`config.mk`:
```
export PLATFORM = sky130hd
export DESIGN_NAME = scp_top
export DESIGN_NICKNAME = d
export VERILOG_FILES = /design/src/rtl/scp_pkg.sv /design/src/rtl/scp_sync.sv /design/src/rtl/scp_shifter.sv /design/src/rtl/scp_regs.sv /design/src/rtl/scp_top.sv
export SDC_FILE = /design/constraint.sdc
export NUM_CORES = 1
export LEC_CHECK = 0
export BUFFER_PORTS_ARGS = -buffer_cell sky130_fd_sc_hd__buf_2
export CAP_MARGIN = 20
export CELL_PAD_IN_SITES_DETAIL_PLACEMENT = 0
export CELL_PAD_IN_SITES_GLOBAL_PLACEMENT = 1
export CORE_AREA = 10 10 73 106
export DETAILED_ROUTE_END_ITERATION = 7
export DIE_AREA = 0 0 83 116
export HOLD_SLACK_MARGIN = 0.08
export PLACE_DENSITY_LB_ADDON = 0.2
export SETUP_SLACK_MARGIN = 0.3
export SYNTH_ARGS = -nofsm -noshare
export SYNTH_HDL_FRONTEND = slang
export SYNTH_HIERARCHICAL = 1
export SYNTH_SLANG_ARGS = --single-unit
```
`constraint.sdc`:
```
create_clock -name clk -period 2.1 [get_ports clk]
set_clock_uncertainty 0.05 [all_clocks]
set_input_delay 0.525 -clock clk [delete_from_list [all_inputs] [get_ports clk]]
set_output_delay 0.525 -clock clk [all_outputs]
set_load 0.05 [all_outputs]
```
`src/rtl/scp_pkg.sv`:
```
package scp_pkg;
  localparam int FMT_W  = 2;
  localparam int VOL_W  = 10;
  localparam int WORD_W = FMT_W + 4 + VOL_W;
  localparam logic [VOL_W-1:0] VOL_DEFAULT = '1;

  // Word layout, MSB first: format, power-down, de-emphasis, mute, channel, volume
  typedef struct packed {
    logic [FMT_W-1:0] fmt;
    logic             pwrdn;
    logic             deemph;
    logic             mute;
    logic             chan;
    logic [VOL_W-1:0] vol;
  } ctl_word_t;

  typedef struct packed {
    logic [VOL_W-1:0] vol_l;
    logic [VOL_W-1:0] vol_r;
    logic             mute;
    logic             deemph;
    logic             pwrdn;
    logic [FMT_W-1:0] fmt;
  } ctl_state_t;

  typedef struct packed {
    logic vol_l;
    logic vol_r;
    logic mute;
    logic deemph;
    logic pwrdn;
    logic fmt;
  } ctl_upd_t;
endpackage

```
`src/rtl/scp_sync.sv`:
```
module scp_sync #(
  parameter int LINES  = 3,
  parameter int STAGES = 2
) (
  input  logic             clk,
  input  logic             rst_n,
  input  logic [LINES-1:0] async_i,
  output logic [LINES-1:0] level_o,
  output logic [LINES-1:0] rise_o
);
  localparam int PIPE_W = STAGES + 1;

  genvar g;
  generate
    for (g = 0; g < LINES; g++) begin : g_line
      logic [PIPE_W-1:0] pipe_q;
      logic [PIPE_W-1:0] pipe_d;

      always_comb begin
        pipe_d = {pipe_q[PIPE_W-2:0], async_i[g]};
      end

      always_ff @(posedge clk or negedge rst_n) begin
        if (!rst_n) begin
          pipe_q <= '0;
        end else begin
          pipe_q <= pipe_d;
        end
      end

      // Stage STAGES-1 is the synchronized level; stage STAGES holds its previous value
      assign level_o[g] = pipe_q[STAGES-1];
      assign rise_o[g]  = pipe_q[STAGES-1] & ~pipe_q[STAGES];
    end
  endgenerate
endmodule

```
`src/rtl/scp_shifter.sv`:
```
module scp_shifter #(
  parameter int WORD_W = 16
) (
  input  logic              clk,
  input  logic              rst_n,
  input  logic              shift_en,
  input  logic              bit_i,
  input  logic              restart,
  output logic [WORD_W-1:0] word_o,
  output logic              full_o
);
  localparam int CNT_W = $clog2(WORD_W + 1);
  localparam logic [CNT_W-1:0] CNT_MAX = CNT_W'(WORD_W);

  logic [WORD_W-1:0] shift_q, shift_d;
  logic [CNT_W-1:0]  cnt_q, cnt_d;

  always_comb begin
    shift_d = shift_q;
    if (shift_en) begin
      shift_d = {shift_q[WORD_W-2:0], bit_i};
    end
  end

  always_comb begin
    cnt_d = cnt_q;
    if (restart) begin
      cnt_d = '0;
    end else if (shift_en && (cnt_q != CNT_MAX)) begin
      cnt_d = cnt_q + 1'b1;
    end
  end

  always_ff @(posedge clk or negedge rst_n) begin
    if (!rst_n) begin
      shift_q <= '0;
      cnt_q   <= '0;
    end else begin
      shift_q <= shift_d;
      cnt_q   <= cnt_d;
    end
  end

  assign word_o = shift_q;
  assign full_o = (cnt_q == CNT_MAX);
endmodule

```
`src/rtl/scp_regs.sv`:
```
module scp_regs
  import scp_pkg::*;
(
  input  logic              clk,
  input  logic              rst_n,
  input  logic              commit,
  input  logic [WORD_W-1:0] word_i,
  output ctl_state_t        state_o,
  output ctl_upd_t          upd_o
);
  ctl_state_t state_q, state_d;
  ctl_upd_t   upd_q, upd_d;
  ctl_word_t  w;
  ctl_state_t dflt;

  always_comb begin
    dflt.vol_l  = VOL_DEFAULT;
    dflt.vol_r  = VOL_DEFAULT;
    dflt.mute   = 1'b0;
    dflt.deemph = 1'b0;
    dflt.pwrdn  = 1'b0;
    dflt.fmt    = '0;
  end

  assign w = ctl_word_t'(word_i);

  always_comb begin
    state_d = state_q;
    upd_d   = '0;
    if (commit) begin
      upd_d.mute   = 1'b1;
      upd_d.deemph = 1'b1;
      upd_d.pwrdn  = 1'b1;
      upd_d.fmt    = 1'b1;
      if (w.pwrdn) begin
        state_d       = dflt;
        state_d.pwrdn = 1'b1;
        upd_d.vol_l   = 1'b1;
        upd_d.vol_r   = 1'b1;
      end else begin
        state_d.fmt    = w.fmt;
        state_d.pwrdn  = 1'b0;
        state_d.deemph = w.deemph;
        state_d.mute   = w.mute;
        if (w.chan) begin
          state_d.vol_r = w.vol;
          upd_d.vol_r   = 1'b1;
        end else begin
          state_d.vol_l = w.vol;
          upd_d.vol_l   = 1'b1;
        end
      end
    end
  end

  always_ff @(posedge clk or negedge rst_n) begin
    if (!rst_n) begin
      state_q <= dflt;
      upd_q   <= '0;
    end else begin
      state_q <= state_d;
      upd_q   <= upd_d;
    end
  end

  assign state_o = state_q;
  assign upd_o   = upd_q;
endmodule

```
`src/rtl/scp_top.sv`:
```
module scp_top
  import scp_pkg::*;
#(
  parameter int SYNC_STAGES = 2
) (
  input  logic             clk,
  input  logic             rst_n,
  input  logic             ser_clk_i,
  input  logic             ser_dat_i,
  input  logic             ser_lat_i,
  output logic [VOL_W-1:0] vol_left_o,
  output logic             vol_left_upd_o,
  output logic [VOL_W-1:0] vol_right_o,
  output logic             vol_right_upd_o,
  output logic             mute_o,
  output logic             mute_upd_o,
  output logic             deemph_o,
  output logic             deemph_upd_o,
  output logic             pwrdn_o,
  output logic             pwrdn_upd_o,
  output logic [FMT_W-1:0] fmt_o,
  output logic             fmt_upd_o
);
  localparam int LINES = 3;
  localparam int L_CLK = 0;
  localparam int L_DAT = 1;
  localparam int L_LAT = 2;

  // Reset asserted asynchronously, released on a clock edge
  logic [1:0] rst_sync_q;
  logic       rst_int_n;

  always_ff @(posedge clk or negedge rst_n) begin
    if (!rst_n) begin
      rst_sync_q <= '0;
    end else begin
      rst_sync_q <= {rst_sync_q[0], 1'b1};
    end
  end
  assign rst_int_n = rst_sync_q[1];

  logic [LINES-1:0] raw, lvl, rise;
  assign raw = {ser_lat_i, ser_dat_i, ser_clk_i};

  scp_sync #(.LINES(LINES), .STAGES(SYNC_STAGES)) u_sync (
    .clk     (clk),
    .rst_n   (rst_int_n),
    .async_i (raw),
    .level_o (lvl),
    .rise_o  (rise)
  );

  logic [WORD_W-1:0] word;
  logic              full;
  logic              commit;

  scp_shifter #(.WORD_W(WORD_W)) u_shift (
    .clk      (clk),
    .rst_n    (rst_int_n),
    .shift_en (rise[L_CLK]),
    .bit_i    (lvl[L_DAT]),
    .restart  (rise[L_LAT]),
    .word_o   (word),
    .full_o   (full)
  );

  assign commit = rise[L_LAT] & full;

  ctl_state_t st;
  ctl_upd_t   up;

  scp_regs u_regs (
    .clk     (clk),
    .rst_n   (rst_int_n),
    .commit  (commit),
    .word_i  (word),
    .state_o (st),
    .upd_o   (up)
  );

  assign vol_left_o      = st.vol_l;
  assign vol_right_o     = st.vol_r;
  assign mute_o          = st.mute;
  assign deemph_o        = st.deemph;
  assign pwrdn_o         = st.pwrdn;
  assign fmt_o           = st.fmt;
  assign vol_left_upd_o  = up.vol_l;
  assign vol_right_upd_o = up.vol_r;
  assign mute_upd_o      = up.mute;
  assign deemph_upd_o    = up.deemph;
  assign pwrdn_upd_o     = up.pwrdn;
  assign fmt_upd_o       = up.fmt;
endmodule

```
After elaboration in Yosys (flattened, before gate mapping)
Cells that the tools add are included.
- register bits: 62
- latch bits: 0
- RAM bits: 0
- ROM bits: 0
- input bits: 5
- output and inout bits: 31
- word-level logic and storage cells: 41
- memories kept: 0
- $add $sub $neg: 1
- multiply operators: 0
- div/mod/pow operators: 0
- order comparisons: 0
- eq/ne operators: 3
- shifts and indexed selects: 0
- multiplexer cells: 9
- bitwise operators: 5
- reductions and logical operators: 5
- operators with widths (operator ; count):
    $mux W25 ; 1
    $mux W10 ; 2
    $mux W5 ; 2
    $mux W6 ; 1
    $add A5 B1 Y5 const B ; 1
    $eq A5 B5 Y1 const B ; 1
    $ne A5 B5 Y1 const B ; 1
    $reduce_and A2 Y1 ; 2
    $reduce_bool A2 Y1 ; 2
    $and A1 B1 Y1 ; 3
    $mux W1 ; 2
    $mux W2 ; 1
    $ne A2 B1 Y1 const B ; 1
    $not A1 Y1 ; 2
    $logic_and A1 B1 Y1 ; 1

Logic depth before layout (Yosys ltp)
Gate-level depths: netlist of run 1.
- depth in word-level cells: 5
- gate-level depth with buffers: 8
- depth with buffers taken out: 6

Cells and area by module
The synthesis of run 1 kept the hierarchy.
- by module, submodules not included (module ; instances ; cells each ; area each (um2) ; sequential area each (um2)):
    scp_regs ; 1 ; 128 ; 1425.1 ; 725.7
    scp_shifter ; 1 ; 61 ; 870.8 ; 525.5
    scp_sync ; 1 ; 15 ; 289.0 ; 225.2
    scp_top ; 1 ; 4 ; 60.1 ; 50.0

Worst setup path after synthesis of run 1
No wires, ideal clock.
- kind: flip-flop to flip-flop
- start point: register u_shift.cnt_q[0]
- end point: register u_regs.state_q (netlist bit u_regs/state_o[2])
- setup time: 0.125 ns
- arrival time: 1.461 ns
- required time: 1.925 ns
- setup slack: 0.464 ns
- cell stages (with the launch flop): 7
- path buffers: 1
- period minus slack after synthesis: 1.636 ns
- cell sequence: dfrtp_1 inv_1 ha_1 and4bb_4 and2_1 buf_6 mux2_2
- cells in the longest elaborated chain, start to end: 2
- ends and longest elaborated chain (what ; RTL line ; source):
    from (decl) ; scp_shifter.sv:16 ; logic [CNT_W-1:0] cnt_q, cnt_d;
    from (signal assigned) ; scp_shifter.sv:40 ; cnt_q <= cnt_d;
    $eq A5 B5 Y1 ; scp_shifter.sv:45 ; assign full_o = (cnt_q == CNT_MAX);
    net full ; scp_top.sv:54 ; logic full;
    $and A1 B1 Y1 ; scp_top.sv:67 ; assign commit = rise[L_LAT] & full;
    net commit ; scp_top.sv:55 ; logic commit;
    to (signal assigned) ; scp_regs.sv:58 ; state_q <= dflt;
    to (signal assigned) ; scp_regs.sv:61 ; state_q <= state_d;
    to (decl) ; scp_regs.sv:11 ; ctl_state_t state_q, state_d;
The timed path passes the listed nets, and every way through them passes these cells.
A chain may end at the register's enable or synchronous reset.

Worst setup path after layout of run 1
- start point: register u_regs.state_q (netlist bit u_regs/state_o[10])
- end point: output port vol_right_o[5]
- RTL lines (what ; RTL line ; source):
    to (decl) ; scp_top.sv:13 ; output logic [VOL_W-1:0] vol_right_o,
No word-level cell between the ends.

==> flow_metrics.env, run 1 <==
export IMPL_cts_made_buffers=9
export IMPL_mostFrequentLayoutCell="sky130_fd_sc_hd__dfrtp_1"
export IMPL_dp_hpwl_um=3184
export IMPL_crit_path_cells="buf_2"
export IMPL_pre_cts_ws_ps=297.1
export IMPL_leak_pwr_nw=1.364
export IMPL_drt_pass1_iter_count=4
export IMPL_fin_total_pwr_mw=3.198
export IMPL_global_route_usage_over_all_layers_pct=10.92
export IMPL_synthesis_instances=204
export IMPL_min_delay_path_class="input pin to register"
export IMPL_arrival_time_at_the_worst_endpoint_ps=1150
export IMPL_max_slew_margin_pct=52.03
export IMPL_dieArea_um2=9628
export IMPL_fin_tns_setup_ps=0
export IMPL_placeableCoreArea_um2=5786
export IMPL_status="completed"
export IMPL_cts_root_buf="sky130_fd_sc_hd__clkbuf_8"
export IMPL_report_final_setup_viol=0
export IMPL_starting_drt_drc_count=152
export IMPL_grt_remaining_overflow=0
export IMPL_cts_path_max_buffers=2
export IMPL_dpl_cell_count=302
export IMPL_tightest_slew_ps=719.5
export IMPL_critical_path_peak_fanout=3
export IMPL_worstSetupEndpointType="primary output"
export IMPL_setup_worst_path_start_class="register"
export IMPL_power_density_nw_per_um2=1041
export IMPL_part_of_the_cycle_the_worst_path_needs_pct=82.09
export IMPL_insertion_delay_ps=330
export IMPL_cts_reportedPaths_clkPinSlew_ps=70
export IMPL_detail_route_antenna_nets=0
export IMPL_final_net_count=251
export IMPL_antenna_diode_count=0
export IMPL_avg_cell_area_syn_um2=12.70
export IMPL_synth_yosys_warnings=6
export IMPL_max_freq_mhz=580.1
export IMPL_timing_worst_setup_path_type="register to primary output"
export IMPL_power_clock_fraction_pct=35.3
export IMPL_number_of_top_level_design_ports=36
export IMPL_power_switching_mw=0.9544
export IMPL_maxCapViolations=0
export IMPL_critical_path_max_stage_delay_ps=550
export IMPL_critical_path_n_buffers_inverters=1
export IMPL_critical_path_slowest_cell="sky130_fd_sc_hd__dfstp_2"
export IMPL_wp_data_required_ps=1520
export IMPL_grt_first_pass_wirelength_um=8493
export IMPL_fp_dieW_um=83
export IMPL_drc=0
export IMPL_gp_congestion=0.7260
export IMPL_cts_tree="yes"
export IMPL_final_cell_count_no_fill=321
export IMPL_part_of_the_total_power_dissipated_in_combinational_logic_pct=19.4
export IMPL_synth_fp_nets=211
export IMPL_detail_route_wirelength_um=5045
export IMPL_final_layout_size_suffix_gt1_share_pct=49.40
export IMPL_dpl_instance_area_um2=2788
export IMPL_design_internal_power_mw=2.244
export IMPL_grt_antenna_before_repair=0
export IMPL_number_of_sinks_on_the_clock_net=59
export IMPL_htree_levels=3
export IMPL_die_height_um=116
export IMPL_largest_net_degree_at_the_start_of_global_routing=58
export IMPL_layout_cell_area_non_filler_um2=3072
export IMPL_final_hold_violation_count=0
export IMPL_via_per_inst=5.056
export IMPL_first_global_vias=1648
export IMPL_unrepaired_setup_endpoints_after_global_routing="no"
export IMPL_initial_utilization_pct=44.79
export IMPL_netSwitchingFraction_pct=29.84
export IMPL_seqPwrFrac_pct=45.3
export IMPL_vdd_ir_drop_max_mv=0.5067
export IMPL_final_critical_path_setup_slack_ps=376.0
export IMPL_placement_io_buffers=35
export IMPL_wl_per_cell_um=15.72
export IMPL_layout_min_cycle_time_ps=1724
export IMPL_mostFrequentLayoutCells="sky130_fd_sc_hd__dfrtp_1, sky130_fd_sc_hd__buf_2, sky130_fd_sc_hd__nor2_1, sky130_fd_sc_hd__dfstp_2, sky130_fd_sc_hd__mux2_2"
export IMPL_placementRows=34
export IMPL_netlist_area_before_placement_um2=2591
export IMPL_synthToLayoutAreaGrowth_pct=18.54
export IMPL_cpLargestDelayFamily="flip-flops"
export IMPL_maxSlewViolCount=0
export IMPL_num_vias=1623
## registers in the layout (all words and copies together), names as in the netlist
register / flops
u_regs/upd_o: 3
rst_sync_q: 2
u_shift/word_o: 16
u_shift/cnt_q: 5
u_regs/state_o: 25
u_sync/g_line.pipe_q: 8
## power by group through the flow
stage	combinational, mW	sequential, mW	clock (mW)
after floorplan	0.592	1.40	0
after global placement	0.615	1.47	0
after detailed placement	0.616	1.47	0
after CTS	0.620	1.45	1.17
after global routing	0.682	1.47	1.23
final	0.620	1.45	1.13
## stage by stage
| step | utilization [%] | hold WS [ps] |
|---|---|---|
| floorplan | - | 179.4 |
| global placement | 48.18 | 259.6 |
| detailed placement | 48.18 | 261.7 |
| CTS | 52.72 | 230.9 |
| global route | 53.09 | 226.0 |
| finish | 53.09 | 248.6 |
## worst register-to-register path: cells and delay by family (launching register included)
family,cells,cell delay [ps]
adder cells (fa/ha/maj),1,140
AO/OA/AOI/OAI,1,170
buffers and inverters,2,370
AND/OR/NAND/NOR,3,500
flip-flops,1,400
## layer usage
metal / track usage (%) / part of all wire (%) / routed length (um) / up-vias
met2: 16.53 / 50 / 2513 / 39
li1: - / - / - / 771
met5: 0 / 0 / 0 / -
met1: 13.31 / 46 / 2309 / 810
met3: 3.862 / 3.8 / 192 / 3
met4: 6.036 / 0.59 / 30 / 0
## cell type report
| class | instances | area (um^2) |
|---|---|---|
| clock buffers | 11 | 141.4 |
| clock inverters | 5 | 77.57 |
| inverters | 16 | 60.06 |
| well taps | 72 | 90.09 |
| flip-flops and latches | 59 | 1503 |
| repair buffers | 45 | 290.3 |
| multi-input cells | 113 | 909.6 |
| fillers | 529 | 2714 |
## worst paths after layout
| path | from | end | cells past startpoint | slack [ps] |
|---|---|---|---|---|
| max | u_regs/state_o[10] | vol_right_o[5] | 1 | 380 |
| min | ser_clk_i | u_sync/g_line[0].pipe_q[0] | 1 | 250 |
| max reg2reg | u_shift/cnt_q[0] | u_regs/state_o[21] | 7 | 390 |
| min reg2reg | u_sync/g_line[0].pipe_q[0] | u_sync/g_line[0].pipe_q[1] | 0 | 300 |
| max in group asynchronous | rst_sync_q[1] | u_shift/word_o[14] | 1 | 1160 |
| min in group asynchronous | rst_sync_q[1] | u_shift/word_o[5] | 1 | 360 |
## repair_timing
action                     CTS  global route
hold buffers                 1             0
gates cloned                 1             0
hold endpoints to repair     2             0
setup endpoints to repair    5            20
gates resized for setup      1             5
setup buffers                0             1
pin swaps                    0             0
Power figures use the tool's default switching activity.
==> run 2: changes to the inputs <==
clock period = 1.6 ns   (was 2.1 ns; I/O delays follow)
==> run 2 against run 1 <==
Against the previous run:
- the run now ends with negative setup slack left
- power up 38%
- combinational power up 82%
- utilization up 14 points
- critical path depth up 5
- final area up 26%
- clock-buffer cell count down 1
- worst hold slack worse by 140 ps
- flip-flop and latch count unchanged
- clock power up 18%
- first-iteration DRC count down 55%
- final cell count up 12%
- critical path type is now register to register
- critical endpoint is now u_regs/state_o[2]
- highest routed layer unchanged
==> flow_metrics.env, run 2 (synthesized netlist as in run 1, its figures left out) <==
export IMPL_placementRows=34
export IMPL_insertion_delay_ps=340
export IMPL_timing_worst_setup_path_type="register to register"
export IMPL_vdd_ir_drop_max_mv=0.9242
export IMPL_report_final_setup_viol=1
export IMPL_placement_io_buffers=35
export IMPL_min_delay_path_class="input pin to register"
export IMPL_unrepaired_setup_endpoints_after_global_routing="yes"
export IMPL_mostFrequentLayoutCells="sky130_fd_sc_hd__dfrtp_1, sky130_fd_sc_hd__buf_4, sky130_fd_sc_hd__buf_8, sky130_fd_sc_hd__nor2_1, sky130_fd_sc_hd__dfstp_2"
export IMPL_grt_antenna_before_repair=0
export IMPL_layout_cell_area_non_filler_um2=3866
export IMPL_final_layout_size_suffix_gt1_share_pct=63.07
export IMPL_wl_per_cell_um=16.16
export IMPL_detail_route_antenna_nets=0
export IMPL_number_of_top_level_design_ports=36
export IMPL_r2r_slack_ps=-6
export IMPL_mostFrequentLayoutCell="sky130_fd_sc_hd__dfrtp_1"
export IMPL_largest_net_degree_at_the_start_of_global_routing=24
export IMPL_grt_remaining_overflow=0
export IMPL_part_of_the_cycle_the_worst_path_needs_pct=100.4
export IMPL_first_global_vias=1871
export IMPL_status="finished, violations left"
export IMPL_final_cell_count_no_fill=359
export IMPL_dpl_cell_count=315
export IMPL_part_of_the_total_power_dissipated_in_combinational_logic_pct=25.7
export IMPL_antenna_diode_count=0
export IMPL_fin_tns_setup_ps=-6.425
export IMPL_synthToLayoutAreaGrowth_pct=49.20
export IMPL_multi_input_area_um2=1086
export IMPL_power_clock_fraction_pct=30.2
export IMPL_netSwitchingFraction_pct=32.56
export IMPL_dieArea_um2=9628
export IMPL_power_density_nw_per_um2=1139
export IMPL_starting_drt_drc_count=69
export IMPL_largest_reg_flops=25
export IMPL_cts_path_max_buffers=2
export IMPL_worstSetupEndpointType="register"
export IMPL_number_of_sinks_on_the_clock_net=59
export IMPL_cts_tree="yes"
export IMPL_dp_hpwl_um=3608
export IMPL_wp_data_required_ps=1780
export IMPL_critical_path_peak_fanout=10
export IMPL_power_switching_mw=1.434
export IMPL_cts_made_buffers=9
export IMPL_num_vias=1782
export IMPL_cts_root_buf="sky130_fd_sc_hd__clkbuf_8"
export IMPL_grt_first_pass_wirelength_um=9266
export IMPL_fin_total_pwr_mw=4.405
export IMPL_maxCapViolations=0
export IMPL_fp_dieW_um=83
export IMPL_final_hold_violation_count=0
export IMPL_setup_worst_path_start_class="register"
export IMPL_die_height_um=116
export IMPL_drc=0
export IMPL_final_critical_path_setup_slack_ps=-6.425
export IMPL_detail_route_wirelength_um=5803
export IMPL_leak_pwr_nw=1.668
export IMPL_worst_hold_slack_ps=112.0
export IMPL_max_freq_mhz=622.5
export IMPL_global_route_usage_over_all_layers_pct=11.91
export IMPL_layout_area_seq_um2=1504
export IMPL_design_internal_power_mw=2.971
export IMPL_drt_pass1_iter_count=4
export IMPL_htree_levels=3
export IMPL_pre_cts_ws_ps=-2.092
export IMPL_final_net_count=289
export IMPL_maxSlewViolCount=0
export IMPL_dpl_instance_area_um2=2938
export IMPL_gp_congestion=0.7616
export IMPL_final_fill_count=452
export IMPL_arrival_time_at_the_worst_endpoint_ps=1790
export IMPL_seqPwrFrac_pct=44.1
export IMPL_violations="negative setup slack"
export IMPL_layout_min_cycle_time_ps=1606
export IMPL_via_per_inst=4.964
export IMPL_placeableCoreArea_um2=5786
export IMPL_initial_utilization_pct=44.79
export IMPL_cts_reportedPaths_clkPinSlew_ps=70
export IMPL_post_route_util_pct=66.83
## run 2: cell count changes in the layout (fill, tap and decap cells not counted), sizes merged
cell	before	now
buf	43	80
inv	16	17
clkinv	2	3
clkbuf	11	12
bufbuf	1	0
bufinv	2	1
## run 2: worst paths after layout
path	from	to	depth (start not counted)
worst max-delay path	u_shift/cnt_q[1]	u_regs/state_o[2]	6
worst min-delay path	ser_lat_i	u_sync/g_line[2].pipe_q[0]	1
worst max register to register	u_shift/cnt_q[1]	u_regs/state_o[2]	6
worst min register to register	rst_sync_q[1]	u_sync/g_line[2].pipe_q[2]	0
max in group asynchronous	rst_sync_q[1]	u_regs/state_o[23]	1
min in group asynchronous	rst_sync_q[1]	u_sync/g_line[2].pipe_q[2]	0
## run 2: routing by layer
layer / GRT usage, % / vias to the layer above / share of wire (%)
li1: - / 843 / -
met1: 13.03 / 889 / 41
met2: 19.94 / 38 / 52
met3: 4.494 / 12 / 5.1
met4: 5.923 / 0 / 2.2
met5: 0 / - / 0
## run 2: power by group through the flow
stage / clock [mW] / combinational, mW / sequential, mW
global placement: 0 / 0.911 / 1.91
floorplan: 0 / 0.779 / 1.85
detailed placement: 0 / 0.924 / 1.92
finish: 1.33 / 1.13 / 1.94
global route: 1.43 / 1.22 / 1.97
CTS: 1.36 / 0.972 / 1.91
## run 2: critical path, stage by stage, from the launching register on
cell	delay, ps
sky130_fd_sc_hd__dfrtp_1	380
sky130_fd_sc_hd__inv_1	60
sky130_fd_sc_hd__ha_2	160
sky130_fd_sc_hd__and4bb_4	220
sky130_fd_sc_hd__and2_4	190
sky130_fd_sc_hd__buf_12	140
sky130_fd_sc_hd__mux2_4	290
## run 2: layout make-up
| type | count | area share, % |
|---|---|---|
| sequential | 59 | 38.90 |
| multi-input combinational | 113 | 28.09 |
| timing repair buffer | 83 | 24.14 |
| clock buffer | 10 | 3.301 |
| tap | 72 | 2.330 |
| clock inverter | 6 | 1.683 |
| inverter | 16 | 1.553 |
## run 2: what timing repair did
item                                    in CTS  in global routing
hold buffers                                 1                  0
gates cloned                                 0                  2
hold endpoints to repair                     2                  0
setup buffers                               22                  3
gates resized for setup                     97                 43
endpoints found under the setup margin      77                 79
pin swaps                                    4                  9
==> run 3: changes to the inputs <==
--- a/config.mk
+++ b/config.mk
@@ -11,5 +11,5 @@
 export CELL_PAD_IN_SITES_GLOBAL_PLACEMENT = 1
-export CORE_AREA = 10 10 73 106
+export CORE_AREA = 2 2 65 98
 export DETAILED_ROUTE_END_ITERATION = 7
-export DIE_AREA = 0 0 83 116
+export DIE_AREA = 0 0 67 100
 export HOLD_SLACK_MARGIN = 0.08
==> constraint.sdc (replaced) <==
create_clock -name clk -period 1.6 [get_ports clk]
set_clock_uncertainty 0.05 [all_clocks]
set_input_delay 0.32 -clock clk [delete_from_list [all_inputs] [get_ports clk]]
set_output_delay 0.32 -clock clk [all_outputs]
set_load 0.05 [all_outputs]
==> run 3 against run 2 <==
Against the previous run:
- the run still ends with negative setup slack left
- critical path depth is the same
- non-clock buffer count rose by 5
- utilization grew 0.30 points
- flip-flop and latch count did not move
- global-route usage up 5.5 points
- worst hold slack lost 0.92 ps
- critical path type unchanged
- largest cell class unchanged
- largest power group unchanged
==> flow_metrics.env, run 3 (synthesized netlist as in run 1, its figures left out) <==
export IMPL_status="finished, violations left"
export IMPL_violations="negative setup slack"
export IMPL_drc=0
export IMPL_final_layout_size_suffix_gt1_share_pct=64.04
export IMPL_cts_root_buf="sky130_fd_sc_hd__clkbuf_8"
export IMPL_placement_io_buffers=35
export IMPL_final_hold_violation_count=0
export IMPL_wl_per_cell_um=15.83
export IMPL_max_freq_mhz=612.1
export IMPL_power_switching_mw=1.400
export IMPL_starting_drt_drc_count=89
export IMPL_report_final_setup_viol=2
export IMPL_min_delay_path_class="register to asynchronous set/reset pin"
export IMPL_final_cell_count_no_fill=366
export IMPL_detail_route_antenna_nets=0
export IMPL_design_internal_power_mw=3.104
export IMPL_htree_levels=3
export IMPL_largest_net_degree_at_the_start_of_global_routing=46
export IMPL_dp_hpwl_um=3112
export IMPL_leak_pwr_nw=1.728
export IMPL_detail_route_wirelength_um=5794
export IMPL_dieArea_um2=6700
export IMPL_setup_worst_path_start_class="register"
export IMPL_cts_path_max_buffers=2
export IMPL_die_height_um=100
export IMPL_placementRows=35
export IMPL_mostFrequentLayoutCells="sky130_fd_sc_hd__dfrtp_1, sky130_fd_sc_hd__buf_4, sky130_fd_sc_hd__buf_8, sky130_fd_sc_hd__dfstp_2, sky130_fd_sc_hd__mux2_4"
export IMPL_gp_congestion=0.7674
export IMPL_global_route_usage_over_all_layers_pct=17.40
export IMPL_vdd_ir_drop_max_mv=0.8386
export IMPL_layout_min_cycle_time_ps=1634
export IMPL_insertion_delay_ps=330
export IMPL_largest_reg_flops=25
export IMPL_mostFrequentLayoutCell="sky130_fd_sc_hd__dfrtp_1"
export IMPL_final_fill_count=454
export IMPL_power_clock_fraction_pct=31.1
export IMPL_timing_worst_setup_path_type="register to register"
export IMPL_via_per_inst=4.962
export IMPL_layout_cell_area_non_filler_um2=3998
export IMPL_maxCapViolations=0
export IMPL_part_of_the_cycle_the_worst_path_needs_pct=102.1
export IMPL_antenna_diode_count=0
export IMPL_grt_first_pass_wirelength_um=8659
export IMPL_part_of_the_total_power_dissipated_in_combinational_logic_pct=25.4
export IMPL_maxSlewViolCount=0
export IMPL_worst_setup_path_startpoint="u_shift/cnt_q[0]"
export IMPL_power_density_nw_per_um2=1127
export IMPL_number_of_sinks_on_the_clock_net=59
export IMPL_netSwitchingFraction_pct=31.08
export IMPL_initial_utilization_pct=43.51
export IMPL_final_critical_path_setup_slack_ps=-33.81
export IMPL_number_of_top_level_design_ports=36
export IMPL_critical_path_peak_fanout=5
export IMPL_placeableCoreArea_um2=5956
export IMPL_unrepaired_setup_endpoints_after_global_routing="yes"
export IMPL_first_global_vias=1828
export IMPL_fp_dieW_um=67
export IMPL_cts_made_buffers=9
export IMPL_dpl_cell_count=311
export IMPL_seqPwrFrac_pct=43.5
export IMPL_grt_remaining_overflow=0
export IMPL_final_net_count=294
export IMPL_worst_r2r_startpoint="u_shift/cnt_q[0]"
export IMPL_grt_antenna_before_repair=0
export IMPL_num_vias=1816
export IMPL_worstSetupEndpointType="register"
export IMPL_arrival_time_at_the_worst_endpoint_ps=1800
export IMPL_synthToLayoutAreaGrowth_pct=54.27
export IMPL_worst_hold_slack_ps=111.1
export IMPL_dpl_instance_area_um2=2894
export IMPL_cts_tree="yes"
export IMPL_cts_reportedPaths_clkPinSlew_ps=60
export IMPL_drt_pass1_iter_count=4
export IMPL_wp_data_required_ps=1770
==> run 3: power by group through the flow <==
stage                     registers [mW]  clock network (mW)  logic, mW
after floorplan                     1.85                   0      0.779
after global placement              1.91                   0      0.909
after detailed placement            1.91                   0      0.919
after CTS                           1.90                1.42      0.973
after global routing                1.99                1.50       1.22
final                               1.96                1.40       1.15
==> run 3: what timing repair did <==
| action | CTS | global route |
|---|---|---|
| hold buffers | 4 | 0 |
| gates cloned | 1 | 4 |
| hold endpoints to repair | 5 | 0 |
| pin swaps | 2 | 16 |
| gates resized for setup | 91 | 63 |
| setup buffers | 22 | 8 |
| endpoints found under the setup margin | 75 | 77 |
==> run 3: layout make-up <==
class | instances | area [um^2] | share of cell area [%]
clock inverters | 1 | 30.03 | 0.7512
clock buffers | 15 | 176.4 | 4.413
well taps | 74 | 92.59 | 2.316
repair buffers | 88 | 997.2 | 24.95
flip-flops and latches | 59 | 1503 | 37.59
multi-input cells | 113 | 1139 | 28.48
inverters | 16 | 60.06 | 1.502
==> run 3: routing by layer <==
layer / part of all wire, % / global-route usage (%) / vias to the layer above / routed length, um
met5: 0 / 0 / - / 0
met3: 2.6 / 4.148 / 10 / 152
li1: - / - / 854 / -
met2: 52 / 27.88 / 33 / 3040
met4: 2.2 / 8.948 / 0 / 129
met1: 43 / 21.54 / 919 / 2472
==> run 3: stage by stage <==
step | setup slack (ps) | setup TNS, ps | power [mW] | util, %
2_1_floorplan | 37.54 | 0 | 2.625 | -
3_3_place_gp | 33.39 | 0 | 2.817 | 48.59
3_5_place_dp | -1.932 | -3.143 | 2.834 | 48.59
4_1_cts | 8.318 | 0 | 4.298 | 60.78
5_1_grt | -92.27 | -1117 | 4.714 | 67.12
6_report | -33.81 | -41.40 | 4.504 | 67.12
==> run 3: final timing paths <==
check	end	slack [ps]	cells past startpoint
min in group clk	u_sync/g_line[1].pipe_q[1]	300	0
hold / removal	u_shift/word_o[14]	110	0
setup / recovery	u_regs/state_o[2]	-30	6
hold reg to reg	u_shift/word_o[14]	110	0
setup reg to reg	u_regs/state_o[2]	-30	6
max in group asynchronous	u_regs/state_o[11]	800	1
==> run 3: critical path, stage by stage (launching register included) <==
cell                       delay (ps)
sky130_fd_sc_hd__dfrtp_1          390
sky130_fd_sc_hd__inv_2             90
sky130_fd_sc_hd__ha_4             130
sky130_fd_sc_hd__and4bb_4         220
sky130_fd_sc_hd__and2_4           210
sky130_fd_sc_hd__buf_6            140
sky130_fd_sc_hd__mux2_4           290
